File: config.mk
export PLATFORM = sky130hd
export DESIGN_NAME = bst4_ddr_sram
export DESIGN_NICKNAME = d
export VERILOG_FILES = /design/src/rtl/bst4_pkg.sv /design/src/rtl/bst4_seq.sv /design/src/rtl/bst4_ctrl.sv /design/src/rtl/bst4_wbuf.sv /design/src/rtl/bst4_store.sv /design/src/rtl/bst4_ddr_sram.sv
export SDC_FILE = /design/constraint.sdc
export NUM_CORES = 1
export LEC_CHECK = 0
export ABC_CLOCK_PERIOD_IN_PS = 4000
export BUFFER_PORTS_ARGS = -buffer_cell sky130_fd_sc_hd__clkbuf_2
export CORE_UTILIZATION = 41
export CTS_CLUSTER_DIAMETER = 150
export CTS_CLUSTER_SIZE = 10
export DETAILED_ROUTE_END_ITERATION = 6
export GPL_ROUTABILITY_DRIVEN = 1
export PLACE_DENSITY = 0.58
export SYNTH_ARGS = -nofsm -noshare
export SYNTH_HDL_FRONTEND = slang
export SYNTH_SLANG_ARGS = --single-unit
File: constraint.sdc
create_clock -name clk2x -period 4 [get_ports clk2x]
set_clock_uncertainty 0.2 [all_clocks]
set_input_delay 0.8 -clock clk2x [delete_from_list [all_inputs] [get_ports clk2x]]
set_output_delay 0.8 -clock clk2x [all_outputs]
set_load 0.01 [all_outputs]
File: src/rtl/bst4_pkg.sv
package bst4_pkg;
  localparam int BURST_LEN = 4;
  typedef logic [1:0] beat_t;

  function automatic beat_t beat_inc(input beat_t b);
    return b + 2'd1;
  endfunction
endpackage

File: src/rtl/bst4_seq.sv
// Four-beat address sequencer: start loads the base and emits beat 0 at once,
// then beats 1..3 on the following edges, low two address bits wrapping.
module bst4_seq
  import bst4_pkg::*;
#(
  parameter int AW = 6
) (
  input  logic          clk,
  input  logic          rst_n,
  input  logic          start,
  input  logic [AW-1:0] start_base,
  output logic          beat_en,
  output logic [AW-1:0] beat_addr
);
  localparam beat_t LAST_BEAT = beat_t'(BURST_LEN - 1);

  logic          act_q, act_d;
  beat_t         cnt_q, cnt_d;
  logic [AW-1:0] base_q;
  logic [AW-1:0] base_sel;
  beat_t         beat_sel;

  always_comb begin
    base_sel = start ? start_base : base_q;
    beat_sel = start ? '0 : cnt_q;
    act_d    = start | (act_q & (cnt_q != LAST_BEAT));
    cnt_d    = start ? 2'd1 : (act_q ? beat_inc(cnt_q) : cnt_q);
  end

  always_ff @(posedge clk or negedge rst_n) begin
    if (!rst_n) begin
      act_q <= 1'b0;
      cnt_q <= '0;
    end else begin
      act_q <= act_d;
      cnt_q <= cnt_d;
    end
  end

  always_ff @(posedge clk) begin
    if (start) base_q <= start_base;
  end

  assign beat_en   = start | act_q;
  assign beat_addr = {base_sel[AW-1:2], base_sel[1:0] + beat_sel};
endmodule

File: src/rtl/bst4_ctrl.sv
// Phase tracking, command decode, occupancy, and the write/read start pipelines.
module bst4_ctrl
  import bst4_pkg::*;
#(
  parameter int AW = 6
) (
  input  logic          clk,
  input  logic          rst_n,
  input  logic          byp,
  input  logic          ld_n,
  input  logic          rw_n,
  input  logic [AW-1:0] addr,
  output logic          k_edge,
  output logic          wcap_en,
  output logic [AW-1:0] wcap_addr,
  output logic          rd_en,
  output logic [AW-1:0] rd_addr,
  output logic          perr
);
  // a command owns the interface for two K cycles = four doubled-clock edges
  localparam logic [1:0] OCC_LOAD = 2'(BURST_LEN - 1);

  logic          kph_q;
  logic [1:0]    occ_q, occ_d;
  logic          acc, ign;
  logic          perr_q;
  // write start pipeline: data follows the command by two edges
  logic          s1v_q, s2v_q;
  logic [AW-1:0] s1a_q, s2a_q;
  // read start pipeline: taps at two (bypass) or three edges
  logic          r1v_q, r2v_q, r3v_q;
  logic [AW-1:0] r1a_q, r2a_q, r3a_q;
  logic          rstart;
  logic [AW-1:0] rstart_a;

  always_comb begin
    acc      = kph_q & ~ld_n & (occ_q == '0);
    ign      = kph_q & ~ld_n & (occ_q != '0);
    occ_d    = acc ? OCC_LOAD : ((occ_q != '0) ? occ_q - 2'd1 : occ_q);
    rstart   = byp ? r2v_q : r3v_q;
    rstart_a = byp ? r2a_q : r3a_q;
  end

  always_ff @(posedge clk or negedge rst_n) begin
    if (!rst_n) begin
      kph_q  <= 1'b1;
      occ_q  <= '0;
      perr_q <= 1'b0;
      s1v_q  <= 1'b0;
      s2v_q  <= 1'b0;
      r1v_q  <= 1'b0;
      r2v_q  <= 1'b0;
      r3v_q  <= 1'b0;
    end else begin
      kph_q  <= ~kph_q;
      occ_q  <= occ_d;
      perr_q <= ign;
      s1v_q  <= acc & ~rw_n;
      s2v_q  <= s1v_q;
      r1v_q  <= acc & rw_n;
      r2v_q  <= r1v_q;
      r3v_q  <= r2v_q;
    end
  end

  always_ff @(posedge clk) begin
    if (acc) begin
      s1a_q <= addr;
      r1a_q <= addr;
    end
    s2a_q <= s1a_q;
    r2a_q <= r1a_q;
    r3a_q <= r2a_q;
  end

  bst4_seq #(.AW(AW)) u_wseq (
    .clk        (clk),
    .rst_n      (rst_n),
    .start      (s2v_q),
    .start_base (s2a_q),
    .beat_en    (wcap_en),
    .beat_addr  (wcap_addr)
  );

  bst4_seq #(.AW(AW)) u_rseq (
    .clk        (clk),
    .rst_n      (rst_n),
    .start      (rstart),
    .start_base (rstart_a),
    .beat_en    (rd_en),
    .beat_addr  (rd_addr)
  );

  assign k_edge = kph_q;
  assign perr   = perr_q;
endmodule

File: src/rtl/bst4_wbuf.sv
// One-entry late-write buffer: holds the beat captured on the previous edge.
module bst4_wbuf #(
  parameter int AW = 6,
  parameter int DW = 16,
  parameter int NB = 2
) (
  input  logic          clk,
  input  logic          rst_n,
  input  logic          cap_en,
  input  logic [AW-1:0] cap_addr,
  input  logic [DW-1:0] cap_data,
  input  logic [NB-1:0] cap_bw_n,
  output logic          buf_v,
  output logic [AW-1:0] buf_addr,
  output logic [DW-1:0] buf_data,
  output logic [NB-1:0] buf_mask
);
  always_ff @(posedge clk or negedge rst_n) begin
    if (!rst_n) buf_v <= 1'b0;
    else        buf_v <= cap_en;
  end

  always_ff @(posedge clk) begin
    if (cap_en) begin
      buf_addr <= cap_addr;
      buf_data <= cap_data;
      buf_mask <= ~cap_bw_n;
    end
  end
endmodule

File: src/rtl/bst4_store.sv
// Storage array with byte-masked commit and a read port that forwards the buffer.
module bst4_store #(
  parameter int AW = 6,
  parameter int DW = 16,
  parameter int BW = 8
) (
  input  logic             clk,
  input  logic             wb_v,
  input  logic [AW-1:0]    wb_addr,
  input  logic [DW-1:0]    wb_data,
  input  logic [DW/BW-1:0] wb_mask,
  input  logic [AW-1:0]    rd_addr,
  output logic [DW-1:0]    rd_data
);
  localparam int NB    = DW / BW;
  localparam int DEPTH = 1 << AW;

  logic [DW-1:0] mem [DEPTH];
  logic [DW-1:0] raw;
  logic          hit;

  always_ff @(posedge clk) begin
    if (wb_v) begin
      for (int b = 0; b < NB; b++) begin
        if (wb_mask[b]) mem[wb_addr][b*BW +: BW] <= wb_data[b*BW +: BW];
      end
    end
  end

  assign raw = mem[rd_addr];
  assign hit = wb_v & (wb_addr == rd_addr);

  for (genvar b = 0; b < NB; b++) begin : g_fwd
    assign rd_data[b*BW +: BW] = (hit & wb_mask[b]) ? wb_data[b*BW +: BW]
                                                    : raw[b*BW +: BW];
  end
endmodule

File: src/rtl/bst4_ddr_sram.sv
module bst4_ddr_sram #(
  parameter int AW = 6,
  parameter int DW = 16,
  parameter int BW = 8
) (
  input  logic             clk2x,
  input  logic             rst_n,
  input  logic             dll_bypass,
  input  logic             ld_n,
  input  logic             rw_n,
  input  logic [AW-1:0]    addr,
  input  logic [DW/BW-1:0] bw_n,
  input  logic [DW-1:0]    dq_i,
  output logic [DW-1:0]    dq_o,
  output logic             dq_oe,
  output logic             echo_vld,
  output logic             k_edge,
  output logic             proto_err
);
  localparam int NB = DW / BW;

  logic          wcap_en;
  logic [AW-1:0] wcap_addr;
  logic          rd_en;
  logic [AW-1:0] rd_addr;
  logic          buf_v;
  logic [AW-1:0] buf_addr;
  logic [DW-1:0] buf_data;
  logic [NB-1:0] buf_mask;
  logic [DW-1:0] rd_data;
  logic          oe_q;
  logic [DW-1:0] dq_q;

  bst4_ctrl #(.AW(AW)) u_ctrl (
    .clk       (clk2x),
    .rst_n     (rst_n),
    .byp       (dll_bypass),
    .ld_n      (ld_n),
    .rw_n      (rw_n),
    .addr      (addr),
    .k_edge    (k_edge),
    .wcap_en   (wcap_en),
    .wcap_addr (wcap_addr),
    .rd_en     (rd_en),
    .rd_addr   (rd_addr),
    .perr      (proto_err)
  );

  bst4_wbuf #(.AW(AW), .DW(DW), .NB(NB)) u_wbuf (
    .clk      (clk2x),
    .rst_n    (rst_n),
    .cap_en   (wcap_en),
    .cap_addr (wcap_addr),
    .cap_data (dq_i),
    .cap_bw_n (bw_n),
    .buf_v    (buf_v),
    .buf_addr (buf_addr),
    .buf_data (buf_data),
    .buf_mask (buf_mask)
  );

  bst4_store #(.AW(AW), .DW(DW), .BW(BW)) u_store (
    .clk     (clk2x),
    .wb_v    (buf_v),
    .wb_addr (buf_addr),
    .wb_data (buf_data),
    .wb_mask (buf_mask),
    .rd_addr (rd_addr),
    .rd_data (rd_data)
  );

  always_ff @(posedge clk2x or negedge rst_n) begin
    if (!rst_n) oe_q <= 1'b0;
    else        oe_q <= rd_en;
  end

  always_ff @(posedge clk2x) begin
    if (rd_en) dq_q <= rd_data;
  end

  assign dq_o     = dq_q;
  assign dq_oe    = oe_q;
  assign echo_vld = oe_q;
endmodule

==> run_results.csv, run 1 <==
group,metric,value,unit
synthesis,ys_warn_count,0,
cts,clock_latency,0.70,ns
finish,final_cell_area,0.0498,mm2
finish,diodes,0,
sta,tns,0,ns
finish,area_delta_synth_final,15.5,%
synthesis,seq_area_frac_synth,76.6,%
global_routing,use_met3,3.71,%
routing,ant_nets,0,
die,die_y,326,um
global_routing,antenna_found_initial,0,
sta,fmax,0.279,GHz
global_routing,grtUsageMet2,33.8,%
global_routing,gr-total-overflow,0,
sta,setup_viol,0,
synthesis,synth_edf_count,1070,
routing,totalWireLength,117000,um
worst_hold_path,hold_path.class,"input port to flop",
global_routing,grt_pass1_wl,173000,um
cts,root_buffer,"clkbuf_16",
sta,fin_crit_sh,89.6,%
synthesis,ys_ff_latch,1111,
cts,cts_tree,"yes",
critical_path,cpPeakStageDelay,0.50,ns
die,die_area,0.106,mm2
finish,final_cell_count_no_fill,4807,
power_and_ir_drop,cellLeakagePower,17.0,nW
critical_path,cp.arrival,3.91,ns
cts,cts_buffers,121,
global_routing,grt_use_total,21.9,%
power_and_ir_drop,total_power,0.0452,W
job,cap_violations,0,
cts,clkSinkCount,1111,
cts,cts.path.max_buffers,3,
synthesis,syn_nets,3227,
synthesis,synthesis.instances,3193,
die,die_w,326,um
die,start_util,41.5,%
routing,drt_iter0_markers,3146,
global_routing,grt_use_met1,31.6,%
place,place_congestion,0.878,
critical_path,crit_slowest_cell,"or4_1",
routing,drc,0,
place,portBuffers,48,
routing,drt_pre_antenna_iters,5,
place,dpl.cell_count,4656,
sta,maxSlewHeadroom,20.9,%
synthesis,synth_flop_cell,"edfxtp_1",
sta,finalCriticalPeriod,3.58,ns
place,hpwl,72300,um
critical_path,path_cells,"mux2i_4 -> o21ai_0 -> ha_1 -> buf_12 -> xnor2_4 -> buf_12 -> buf_4 -> nand2_1 -> a32oi_1 -> a31oi_1 -> or4_1 -> o211ai_1",
global_routing,grt_max_degree,66,
synthesis,syn-cell-area,0.0431,mm2
power_and_ir_drop,power_density,908,mW/mm2
die,core-area,0.104,mm2
routing,wl_per_cell,24.2,um
critical_path,path_common_cell,"buf_12",
synthesis,syn_area_per_cell,13.5,um2
die,io_pins,49,
synthesis,ys_types,45,
critical_path,cp-start-kind,"flop",
sta,rsz0062_at_grt,"false",
power_and_ir_drop,peakVddDrop,750,uV
place,place_area,0.0465,mm2
synthesis,synthArstFlopShare,1.53,%
routing,vias_per_cell,5.54,
cts,clk_pin_slew_worst_paths,0.05,ns
global_routing,grt_pass1_vias,26000,
die,row_count,118,
sta,finalMaxSlewViolations,0,
finish,utilization,47.9,%
global_routing,grt.busiest_layer,"met2",
finish,nets,3434,
cts,post_cts_resized,0,
cts,htree_num_levels,3,
outcome,status,"complete, no violations",
critical_path,end_kind,"flop",
critical_path,cp_max_fo,16,
finish,drive_above_1_share,12.5,%
critical_path,crit_required,4.33,ns
critical_path,worstSetupPathType,"flop to flop",
routing,vias,26600,
sta,worst_pin_slew,1.18,ns
sta,finalHoldViolCount,0,
## metrics by stage
| stage | worst slack (ns) | hold slack (ns) |
|---|---|---|
| 6_report | 0.417 | 0.0753 |
| 5_1_grt | 0.214 | 0.0306 |
| 4_1_cts | 0.435 | 0.0108 |
| 3_5_place_dp | -0.0808 | 0.127 |
| 3_3_place_gp | -0.0632 | 0.130 |
| 2_1_floorplan | 0.155 | 0.123 |
## Yosys cell counts, types with 3 or more instances
| cell type | n | area (um2) |
|---|---|---|
| a211oi_1 | 9 | 67.6 |
| a21oi_1 | 10 | 50.1 |
| a31oi_1 | 135 | 845 |
| a32o_1 | 11 | 110 |
| a32oi_1 | 41 | 359 |
| and2_1 | 4 | 25.0 |
| and3_1 | 22 | 138 |
| buf_1 | 25 | 93.8 |
| buf_2 | 67 | 335 |
| buf_4 | 5 | 37.5 |
| clkbuf_1 | 100 | 375 |
| dfrtp_1 | 16 | 400 |
| dfxtp_1 | 24 | 480 |
| edfxtp_1 | 1070 | 32100 |
| ha_1 | 5 | 62.6 |
| inv_1 | 11 | 41.3 |
| mux2_2 | 6 | 67.6 |
| mux2i_1 | 69 | 691 |
| nand2_1 | 949 | 3560 |
| nand2b_1 | 6 | 37.5 |
| nand3_1 | 298 | 1490 |
| nand3b_1 | 3 | 22.5 |
| nand4_1 | 95 | 594 |
| nor2_1 | 143 | 537 |
| nor2b_1 | 8 | 50.1 |
| nor3_1 | 8 | 40.0 |
| o21ai_0 | 10 | 50.1 |
| o22ai_1 | 14 | 87.6 |
| xnor2_1 | 6 | 52.6 |
| xor2_1 | 4 | 35.0 |
## routing by layer
layer | routed length (um) | part of all wire, % | up-vias
li1 | - | - | 12100
met1 | 51400 | 44 | 13300
met2 | 53600 | 46 | 1011
met3 | 8080 | 6.9 | 195
met4 | 3440 | 3.0 | 0
met5 | 0 | 0 | -
## state kept, by name (all words and copies together) (netlist names), 2 cells and up
signal,flops
u_store.mem,1024
dq_o,16
u_wbuf.buf_data,16
u_ctrl.r3a_q,6
u_ctrl.s1a_q,6
u_ctrl.s2a_q,6
u_ctrl.u_rseq.base_q,6
u_ctrl.u_wseq.base_q,6
u_wbuf.buf_addr,6
u_ctrl.occ_q,2
u_ctrl.u_rseq.cnt_q,2
u_ctrl.u_wseq.cnt_q,2
u_wbuf.buf_mask,2
## kinds of logic after synthesis
logic type / count (synthesis) / share of synthesized area, %
and+or+nand+nor: 1542 / 15.2
DFF: 1111 / 76.6
AOI/OAI and AO/OA: 236 / 3.74
buffers and inverters: 208 / 2.05
muxes: 78 / 1.90
xor gates and xnor gates: 13 / 0.357
adders and majority gates: 5 / 0.145
## power by group
part           switching (W)  internal, W
Sequential          0.000441       0.0138
Combinational         0.0137      0.00767
Clock                0.00420      0.00547
## path summary, 6_finish.rpt
check                                               start                            to  slack (ns)  depth (start not counted)
worst max-delay path               u_ctrl.r2v_q$_DFF_PN0_            dq_o[14]$_DFFE_PP_        0.42                         12
worst min-delay path                              dq_i[0]  u_wbuf.buf_data[0]$_DFFE_PP_        0.08                          1
worst max register to register     u_ctrl.r2v_q$_DFF_PN0_            dq_o[14]$_DFFE_PP_        0.42                         12
worst min register to register  u_ctrl.s1a_q[1]$_DFFE_PP_       u_ctrl.s2a_q[1]$_DFF_P_        0.14                          0
max in group asynchronous                           rst_n       u_ctrl.k_edge$_DFF_PN1_        2.83                          2
min in group asynchronous                           rst_n        u_wbuf.buf_v$_DFF_PN0_        0.41                          2
## critical path: cells and delay by family (launching register included)
kind                     cells  cell delay, ns
flip-flops                   1            0.49
AND/OR/NAND/NOR              2            0.57
XOR/XNOR                     1            0.33
AO/OA/AOI/OAI                4            0.75
buffers and inverters        3            0.58
multiplexers                 1            0.24
adder cells (fa/ha/maj)      1            0.24
## final cells by class
class                      count  area, um2
fill                        9073      54200
multi-input combinational   1874       9220
clock buffer                 147       3190
inverter                      11       41.3
sequential                  1111      33000
tap                         1380       1730
clock inverter                 3       33.8
timing repair buffer         281       2530
## layout by cell type, fill, tap and decap left out, types with 14 or more instances in the layout
cell / count
a31oi_1: 135
a32oi_1: 41
and3_1: 22
buf_12: 43
buf_4: 189
clkbuf_1: 23
clkbuf_16: 124
clkbuf_2: 48
dfrtp_1: 16
dfxtp_1: 24
edfxtp_1: 1070
mux2i_1: 69
nand2_1: 949
nand3_1: 298
nand4_1: 95
nor2_1: 142
o22ai_1: 14
## what timing repair did
item / in CTS / in global routing
hold buffers: 1 / 0
hold endpoints to repair: 16 / 0
buffers inserted: 0 / 0
Note: power is estimated with default switching activity, not from simulation.
==> run 2, diff against run 1 <==
- ABC_CLOCK_PERIOD_IN_PS: 4000 -> 3460
- clock period: 4 -> 3.46 ns (I/O delays scaled with it)
==> run 2 against run 1 <==
Critical path depth grew 2. Sequential power grew 15%. Register-to-register slack lost 0.36 ns. Clock-buffer cell count grew 2. Sequential share of layout area shrank 2.2 points. First-iteration DRC count shrank 2.2%. Worst setup slack lost 0.36 ns. Combinational power grew 26%. Total power grew 20%. Maximum frequency grew 5.2%. Utilization grew 1.7 points. Via count grew 3.5%. Critical path type unchanged. Largest power group unchanged.
==> run_results.csv, run 2 (synthesized netlist as in run 1, its figures left out) <==
group,metric,value,unit
critical_path,reg2reg_to,"dq_o[14]$_DFFE_PP_",
routing,vias_per_cell,5.53,
global_routing,grt_use_total,22.2,%
routing,drt_pre_antenna_iters,5,
sta,finalHoldViolCount,0,
critical_path,crit_slowest_cell,"or4_1",
place,place_ws,-0.734,ns
critical_path,cp_max_fo,13,
routing,drt_iter0_markers,3076,
die,core-area,0.104,mm2
critical_path,cp.arrival,3.74,ns
critical_path,crit_family,"buffers and inverters",
cts,cts_tree,"yes",
critical_path,end_kind,"flop",
critical_path,crit_buf_inv,6,
critical_path,r2r_start,"u_ctrl.r3v_q$_DFF_PN0_",
outcome,status,"complete, no violations",
power_and_ir_drop,peakVddDrop,833,uV
sta,rsz0062_at_grt,"true",
job,cap_violations,0,
finish,n_fill_cell,8905,
finish,nets,3612,
critical_path,crit_required,3.80,ns
cts,cts.path.max_buffers,3,
sta,fmax,0.294,GHz
place,hpwl,74400,um
routing,ant_nets,0,
sta,setup_viol,0,
sta,finalMaxSlewViolations,0,
critical_path,cpPeakStageDelay,0.55,ns
cts,clkSinkCount,1111,
place,dpl.cell_count,4799,
die,die_area,0.106,mm2
cts,clock_latency,0.69,ns
global_routing,gr-total-overflow,0,
finish,final_common_cell,"edfxtp_1",
critical_path,worstSetupPathType,"flop to flop",
global_routing,grt_max_degree,66,
worst_hold_path,hold_path.class,"input port to flop",
critical_path,path_cells,"mux2i_4 -> buf_12 -> mux2i_4 -> buf_12 -> xor2_4 -> buf_4 -> buf_12 -> buf_16 -> nand2_1 -> a32oi_1 -> a311oi_2 -> buf_4 -> or4_1 -> o211ai_1",
sta,worst_pin_slew,1.10,ns
cts,htree_num_levels,3,
critical_path,r2r_setup_slack,0.05,ns
power_and_ir_drop,power_density,1050,mW/mm2
place,portBuffers,48,
global_routing,grt_pass1_vias,27100,
cts,clk_pin_slew_worst_paths,0.06,ns
finish,drive_above_1_share,16.6,%
finish,area_delta_synth_final,19.5,%
worst_hold_path,hold-path-cell-count,2,
global_routing,grt_pass1_wl,176000,um
cts,root_buffer,"clkbuf_16",
sta,tns,0,ns
routing,drc,0,
routing,wl_per_cell,24.0,um
finish,utilization,49.6,%
finish,multi_input_area,0.00931,mm2
critical_path,rr_worst_depth,14,
sta,finalCriticalPeriod,3.41,ns
routing,totalWireLength,119000,um
sta,fin_crit_sh,98.5,%
finish,largest_reg_flops,1024,
finish,max_flop_register,"u_store.mem",
cts,cts_buffers,121,
die,die_w,326,um
die,io_pins,49,
critical_path,cp-start-kind,"flop",
finish,final_cell_count_no_fill,4988,
sta,setup_ws,0.0529,ns
sta,fin_hold_ws,0.0771,ns
global_routing,antenna_found_initial,0,
finish,mostFrequentLayoutCells,"edfxtp_1 (1,070), nand2_1 (946), buf_4 (325), nand3_1 (298), nor2_1 (142)",
die,start_util,41.5,%
critical_path,cp-startpoint,"u_ctrl.r3v_q$_DFF_PN0_",
critical_path,path_common_cell,"buf_12",
finish,seqCellArea,0.0330,mm2
routing,vias,27600,
place,place_congestion,0.861,
worst_hold_path,hp-start,"bw_n[1]",
die,die_y,326,um
power_and_ir_drop,cellLeakagePower,18.0,nW
worst_hold_path,min_to,"u_wbuf.buf_mask[1]$_DFFE_PP_",
sta,maxSlewHeadroom,26.4,%
die,row_count,118,
-- run 2: changes by cell type in the layout (fill, tap and decap cells not counted), moves of 3 or more --
| cell | before | now |
|---|---|---|
| buf_4 | 189 | 325 |
| dlygate4sd3_1 | 1 | 24 |
| buf_6 | 0 | 7 |
| buf_16 | 0 | 6 |
| clkbuf_16 | 124 | 128 |
| nand2_1 | 949 | 946 |
| nand2_2 | 0 | 3 |
-- run 2: final cells by class --
class                   instances  area share, %
flip-flops and latches       1111           64.1
multi-input cells            1874           18.1
repair buffers                459           8.09
clock buffers                 149           6.25
well taps                    1380           3.35
inverters                      11         0.0801
clock inverters                 3         0.0510
diodes                          1        0.00486
-- run 2: through the flow --
step / power, W / cell area [um2]
final: 0.0543 / 51500
after global routing: 0.0571 / 51500
after CTS: 0.0537 / 51300
after detailed placement: 0.0422 / 47700
after global placement: 0.0420 / 47700
after floorplan: 0.0303 / 43200
-- run 2: report_power, final --
part	switching (W)	internal [W]
combinational	0.0165	0.0102
sequential	0.000424	0.0159
clock	0.00483	0.00637
-- run 2: repair_timing --
item / CTS / global route
setup buffers: 5 / 3
endpoints found under the hold margin: 39 / 0
gates resized for setup: 7 / 27
pin swaps: 5 / 9
cloned: 1 / 3
hold buffers: 24 / 0
endpoints found under the setup margin: 12 / 14
-- run 2: how the worst max path moves through the flow --
stage	to	cells after the start	slack (ns)
3_3_place_gp	dq_o[14]$_DFFE_PP_	14	-0.67
2_1_floorplan	dq_o[5]$_DFFE_PP_	12	-0.02
4_1_cts	dq_o[14]$_DFFE_PP_	12	0.02
6_report	dq_o[14]$_DFFE_PP_	14	0.05
3_5_place_dp	dq_o[5]$_DFFE_PP_	15	-0.73
5_1_grt	dq_o[14]$_DFFE_PP_	14	-0.03
-- run 2: layer usage --
layer,wire [um],global-route usage (%)
met2,56400,35.7
met3,8200,2.78
met1,51600,31.6
met4,3280,6.73
met5,0,0
-- run 2: worst register-to-register path: cells and delay by family (launching register included) --
| family | cells | cell delay (ns) |
|---|---|---|
| simple gates | 2 | 0.61 |
| flops | 1 | 0.40 |
| buf+inv | 6 | 0.93 |
| mux | 2 | 0.47 |
| xor+xnor | 1 | 0.15 |
| compound gates | 3 | 0.51 |
